### config.mk
export PLATFORM = sky130hd
export DESIGN_NAME = uart_rxq
export DESIGN_NICKNAME = d
export VERILOG_FILES = /design/src/rtl/uart_rxq_pkg.sv /design/src/rtl/uart_rxq_store.sv /design/src/rtl/uart_rxq_trig.sv /design/src/rtl/uart_rxq_dmareq.sv /design/src/rtl/uart_rxq.sv
export SDC_FILE = /design/constraint.sdc
export NUM_CORES = 1
export LEC_CHECK = 0
export BUFFER_PORTS_ARGS = -buffer_cell sky130_fd_sc_hd__buf_2
export CAP_MARGIN = 20
export CORE_ASPECT_RATIO = 1.25
export CORE_MARGIN = 5
export CORE_UTILIZATION = 56
export DETAILED_ROUTE_END_ITERATION = 16
export PLACE_DENSITY = 0.79
export SYNTH_ARGS = -nofsm -noshare
export SYNTH_HDL_FRONTEND = slang
export SYNTH_SLANG_ARGS = --single-unit
### constraint.sdc
create_clock -name clk -period 3 [get_ports clk]
set_input_delay 0.9 -clock clk [delete_from_list [all_inputs] [get_ports clk]]
set_output_delay 0.9 -clock clk [all_outputs]
set_load 0.005 [all_outputs]
### src/rtl/uart_rxq_pkg.sv
// Package: shared widths and the entry type for the UART receive queue.
// Assumes an 8-bit character and three error flags per character.
package uart_rxq_pkg;
    localparam int RXQ_DATA_W = 8;
    localparam int RXQ_ERR_W  = 3;
    localparam int RXQ_ENT_W  = RXQ_DATA_W + RXQ_ERR_W;

    // One stored character: err[0] parity, err[1] framing, err[2] break.
    typedef struct packed {
        logic [RXQ_ERR_W-1:0]  err;
        logic [RXQ_DATA_W-1:0] data;
    } rxq_entry_t;
endpackage

### src/rtl/uart_rxq_store.sv
// Module: circular entry store with a mode-dependent capacity limit.
// Assumes DEPTH is a power of two of at least 4, so the pointers wrap
// naturally. A clear has priority over push and pop in the same cycle.
module uart_rxq_store
    import uart_rxq_pkg::*;
#(
    parameter int DEPTH = 16,
    localparam int AW = $clog2(DEPTH),
    localparam int CW = $clog2(DEPTH + 1)
) (
    input  logic          clk,
    input  logic          rst_n,
    input  logic          clr,
    input  logic          cap_one,
    input  logic          push_req,
    input  rxq_entry_t    push_ent,
    input  logic          pop_req,
    output rxq_entry_t    head,
    output logic [CW-1:0] count,
    output logic          empty,
    output logic          full,
    output logic          push_drop
);
    logic [AW-1:0] wr_ptr;
    logic [AW-1:0] rd_ptr;
    logic [CW-1:0] cnt;
    logic [CW-1:0] cap_lim;
    logic          do_push;
    logic          do_pop;
    rxq_entry_t    slots [DEPTH];

    // Capacity limit, full/empty flags and accepted operations.
    always_comb begin
        cap_lim   = cap_one ? CW'(1) : CW'(DEPTH);
        empty     = (cnt == '0);
        full      = (cnt >= cap_lim);
        do_push   = push_req && !full && !clr;
        do_pop    = pop_req && !empty && !clr;
        push_drop = push_req && full;
    end

    // Pointer and fill-count update.
    always_ff @(posedge clk) begin
        if (!rst_n || clr) begin
            wr_ptr <= '0;
            rd_ptr <= '0;
            cnt    <= '0;
        end else begin
            if (do_push) wr_ptr <= wr_ptr + 1'b1;
            if (do_pop)  rd_ptr <= rd_ptr + 1'b1;
            case ({do_push, do_pop})
                2'b10:   cnt <= cnt + 1'b1;
                2'b01:   cnt <= cnt - 1'b1;
                default: cnt <= cnt;
            endcase
        end
    end

    // Entry storage; a flush wipes every slot so no error flag survives.
    always_ff @(posedge clk) begin
        if (!rst_n || clr) begin
            for (int i = 0; i < DEPTH; i++) slots[i] <= '0;
        end else if (do_push) begin
            slots[wr_ptr] <= push_ent;
        end
    end

    // Show-ahead head, forced to zero when nothing is stored.
    always_comb begin
        head = empty ? '0 : slots[rd_ptr];
    end

    assign count = cnt;
endmodule

### src/rtl/uart_rxq_trig.sv
// Module: decodes the two-bit threshold select into a fill level.
// Assumes DEPTH >= 4; a computed level below one is raised to one.
module uart_rxq_trig #(
    parameter int DEPTH = 16,
    localparam int CW = $clog2(DEPTH + 1)
) (
    input  logic [1:0]    trig_sel,
    output logic [CW-1:0] trig_lvl
);
    localparam int LVL_Q = (DEPTH / 4 < 1) ? 1 : DEPTH / 4;
    localparam int LVL_H = (DEPTH / 2 < 1) ? 1 : DEPTH / 2;
    localparam int LVL_N = (DEPTH - 2 < 1) ? 1 : DEPTH - 2;

    // Threshold lookup.
    always_comb begin
        case (trig_sel)
            2'd0:    trig_lvl = CW'(1);
            2'd1:    trig_lvl = CW'(LVL_Q);
            2'd2:    trig_lvl = CW'(LVL_H);
            default: trig_lvl = CW'(LVL_N);
        endcase
    end
endmodule

### src/rtl/uart_rxq_dmareq.sv
// Module: receive-ready request generator for single and multi transfer.
// Assumes count and trig_lvl come from registers, so the output is glitch
// free one cycle after each fill change.
module uart_rxq_dmareq #(
    parameter int CW = 5
) (
    input  logic          clk,
    input  logic          rst_n,
    input  logic          multi,
    input  logic [CW-1:0] count,
    input  logic [CW-1:0] trig_lvl,
    output logic          rxrdy_n
);
    logic armed;
    logic nonempty;
    logic reach;
    logic active;

    // Request condition for the selected transfer style.
    always_comb begin
        nonempty = (count != '0);
        reach    = (count >= trig_lvl);
        active   = multi ? (nonempty && (armed || reach)) : nonempty;
        rxrdy_n  = !active;
    end

    // Remember a raised multi-transfer request until the queue drains.
    always_ff @(posedge clk) begin
        if (!rst_n) armed <= 1'b0;
        else        armed <= active && multi;
    end
endmodule

### src/rtl/uart_rxq.sv
// Module: top of the UART receive queue. It joins the store, the threshold
// decode and the request generator, and keeps the overrun flag.
// Assumes a mode change of fifo_en is handled as an implicit flush.
module uart_rxq
    import uart_rxq_pkg::*;
#(
    parameter int DEPTH = 16,
    localparam int CW = $clog2(DEPTH + 1)
) (
    input  logic                  clk,
    input  logic                  rst_n,
    input  logic                  fifo_en,
    input  logic                  dma_mode,
    input  logic [1:0]            trig_sel,
    input  logic                  fifo_clr,
    input  logic                  wr_en,
    input  logic [RXQ_DATA_W-1:0] wr_data,
    input  logic [RXQ_ERR_W-1:0]  wr_err,
    input  logic                  rd_en,
    input  logic                  lsr_rd,
    output logic [RXQ_DATA_W-1:0] rd_data,
    output logic [RXQ_ERR_W-1:0]  rd_err,
    output logic                  empty,
    output logic                  full,
    output logic [CW-1:0]         level,
    output logic                  overrun,
    output logic                  rxrdy_n
);
    logic          en_q;
    logic          flush;
    logic          drop;
    logic          ovr_q;
    logic [CW-1:0] trig_lvl;
    rxq_entry_t    in_ent;
    rxq_entry_t    head;

    // Explicit flush or a change of buffering mode empties the queue.
    always_comb begin
        flush       = fifo_clr || (fifo_en != en_q);
        in_ent.data = wr_data;
        in_ent.err  = wr_err;
    end

    // Track the previous buffering mode.
    always_ff @(posedge clk) begin
        if (!rst_n) en_q <= 1'b0;
        else        en_q <= fifo_en;
    end

    // Overrun flag: a discarded write sets it, a status read clears it.
    always_ff @(posedge clk) begin
        if (!rst_n)      ovr_q <= 1'b0;
        else if (drop)   ovr_q <= 1'b1;
        else if (lsr_rd) ovr_q <= 1'b0;
    end

    uart_rxq_store #(.DEPTH(DEPTH)) u_store (
        .clk       (clk),
        .rst_n     (rst_n),
        .clr       (flush),
        .cap_one   (!fifo_en),
        .push_req  (wr_en),
        .push_ent  (in_ent),
        .pop_req   (rd_en),
        .head      (head),
        .count     (level),
        .empty     (empty),
        .full      (full),
        .push_drop (drop)
    );

    uart_rxq_trig #(.DEPTH(DEPTH)) u_trig (
        .trig_sel (trig_sel),
        .trig_lvl (trig_lvl)
    );

    uart_rxq_dmareq #(.CW(CW)) u_req (
        .clk      (clk),
        .rst_n    (rst_n),
        .multi    (fifo_en && dma_mode),
        .count    (level),
        .trig_lvl (trig_lvl),
        .rxrdy_n  (rxrdy_n)
    );

    assign rd_data = head.data;
    assign rd_err  = head.err;
    assign overrun = ovr_q;
endmodule

==> impl_metrics.yaml <==
clock_tree:
  clock-sinks: 196
  h-tree-depth: 4
  clkLatencyLatePin_ps: 430
  cts_root_buf: "clkbuf_16"
  cts_tree: "built"
  hold_buffers: 0
  numCtsBuffers: 17
  clk_pin_slew_ps: 70
  cts_max_path_buffers: 2
grt:
  antenna_found_initial: 0
  grt_pass1_wl_mm: 33.75
  grt_max_degree: 34
  grt.total_usage: 0.2306
  overflow: 0
  first_global_vias: 6027
drt:
  drtPass1Iterations: 5
  via_per_inst: 5.773
  wire_per_inst_microns: 22.28
  drtAntennaViolNets: 0
  vias: 5588
  detail_route.iter0.violations: 525
  post-route-drc-count: 0
  wirelength_mm: 21.57
timing:
  finalCriticalPeriod_ps: 3190
  period_share: 1.063
  layout_setup_ws_ps: -190.3
  rsz0062_at_grt: "yes"
  skew_ps: 9.185
  maxSlewViolCount: 0
  worst_pin_slew_ps: 1230
  final-setup-viol-count: 11
  relSlewSlack: 0.1790
  tns_ps: -1917
  max_freq_ghz: 0.3134
  final_hold_viol_count: 0
placed_design:
  place_hpwl_mm: 14.67
  dp.cells: 931
  io_buffers: 40
  globalplace.congestion: 0.8235
floorplanning:
  placeableCoreArea_sq_um: 16780
  rows: 53
  die_h_microns: 155.6
  io_pins: 41
  die_w_microns: 126.5
  dieArea_sq_um: 19690
  start_util: 0.5664
cells_and_area:
  area_growth_pct: 17.31
  layout_commonest_cell: "and2_1"
  multi_input_area_sq_um: 3704
  seq_area_sq_um: 5694
  stdcell_count: 968
  fin_nets: 772
  fillers: 1121
  layout-drive-gt1-share: 0.3075
  diodes: 0
  layout_common_cells: "and2_1, edfxtp_1, mux4_2, buf_4, buf_2"
worst_setup_path:
  cp_max_fo: 6
  crit_required_ps: 2100
  startpoint_type: "flip-flop"
  worstSetupPathType: "reg -> out"
  r2r.worst_path.cells: 11
  worst_setup_path_end_kind: "primary output"
  cp.arrival_ps: 2290
power_and_ir_drop:
  internal-power_mw: 4.403
  peakVddDrop_mv: 0.4114
  switching_share: 0.2161
  p_sw_mw: 1.213
  seq_power_share: 0.553
  leakage_nw: 4.315
  p_per_area_nw_per_um2: 503.8
  p_clk_frac: 0.392
  combPwrFrac: 0.055
synth:
  synth_flop_cell: "edfxtp_1"
  ys_types: 49
  netlist_instances: 664
  ys_seq_area_frac: 0.5983
  ys.warnings.count: 0
  synth_nets: 701
  ys_async_sr_fraction: 0
  syn_area_sq_um: 9503
  syn_avg_cell_area_sq_um: 14.31
  yosys_register_bits: 196
  synth_edf_count: 176
hold_path:
  min_path_type: "reg -> reg"
  min_path_cells: 2
outcome:
  violations: "negative setup slack"
  outcome: "complete, but fails checks"
run:
  cap_violations: 0
## layout make-up
type	count	share of cell area
Clock buffer	22	0.04456
Clock inverter	10	0.007407
Inverter	17	0.006061
Multi-Input combinational cell	403	0.3322
Sequential cell	196	0.5108
Tap cell	220	0.02469
Timing Repair Buffer	100	0.07430
## Yosys cell counts (2+ instances only)
library cell,number,area share
mux4_2,44,0.10
or3_1,4,0.0026
o21ai_0,17,0.0090
nor4bb_1,2,0.0021
xor2_1,4,0.0037
mux2i_1,15,0.016
nor3_2,4,0.0042
nand3_1,4,0.0021
nor4_2,2,0.0026
and2_1,178,0.12
nor2_1,16,0.0063
ha_1,15,0.020
nand2b_1,24,0.016
a21oi_1,22,0.012
dfxtp_1,20,0.042
nor4_4,3,0.0067
nor4b_2,2,0.0032
edfxtp_1,176,0.56
mux2_2,11,0.013
inv_1,16,0.0063
buf_2,26,0.014
buf_4,2,0.0016
nor4_1,2,0.0013
nand2_1,9,0.0036
clkbuf_1,19,0.0075
nor3_1,2,0.0011
nor3b_1,3,0.0024
## registers in the layout, indices dropped and copies added, names as in the netlist, named ones only
register	flops
en_q	1
u_store.wr_ptr	4
u_store.count	5
u_store.slots	176
u_store.rd_ptr	4
u_req.armed	1
overrun	1
## routing by layer
layer | global-route usage | vias to the layer above | part of all wire
met5 | 0 | - | 0
met4 | 0.1048 | 0 | 0.043
met3 | 0.05856 | 42 | 0.055
met2 | 0.4079 | 185 | 0.53
met1 | 0.2633 | 2795 | 0.37
li1 | - | 2566 | -
## worst max-delay path, cell delays in order, from the launching register on
cell and delay [ps]:
dfxtp_4 410, buf_12 150, mux4_2 570, mux2_2 300
o21ai_2 170, a21oi_2 60, buf_2 180
## per-stage QoR
stage | total power [mW] | hold WS [ps] | setup WS (ps) | instance area, sq um | util
floorplan | 3.300 | 455.6 | 15.38 | 9559 | -
global placement | 3.442 | 472.7 | -97.88 | 10390 | 0.6194
detailed placement | 3.464 | 509.3 | -167.7 | 10390 | 0.6194
CTS | 5.642 | 521.7 | -233.0 | 11130 | 0.6637
global route | 5.792 | 566.0 | -264.1 | 11150 | 0.6645
finish | 5.616 | 518.8 | -190.3 | 11150 | 0.6645
## power groups by stage
stage | combinational, mW | sequential [mW] | clock, mW
floorplan | 0.151 | 3.15 | 0
global route | 0.331 | 3.11 | 2.35
CTS | 0.305 | 3.11 | 2.23
global placement | 0.286 | 3.16 | 0
finish | 0.309 | 3.11 | 2.20
detailed placement | 0.297 | 3.17 | 0
## path summary, 6_finish.rpt
check                                                    start  slack, ps                             end
worst max-delay path                                 flip-flop       -190                      rd_data[0]
worst min register to register  u_store.rd_ptr[3]$_SDFFE_PP0N_        520  u_store.rd_ptr[3]$_SDFFE_PP0N_
worst max register to register   u_store.count[0]$_SDFFE_PP0P_        360   u_store.count[4]$_SDFFE_PP0P_
worst min-delay path            u_store.rd_ptr[3]$_SDFFE_PP0N_        520  u_store.rd_ptr[3]$_SDFFE_PP0N_
## kinds of logic after synthesis
kind of cell / share of synthesized area
and+or+nand+nor: 0.1818
AOI/OAI and AO/OA: 0.02963
DFF: 0.5983
adders and majority gates: 0.02186
muxes: 0.1331
xor gates and xnor gates: 0.005398
buffers and inverters: 0.02989
## repair_timing
item	4_1_cts	5_1_grt
endpoints found under the setup margin	13	13
hold endpoints to repair	0	0
buffers inserted	4	1
gates resized for setup	34	15
pin swaps	2	5
cloned	2	0
Power figures use the tool's default switching activity.
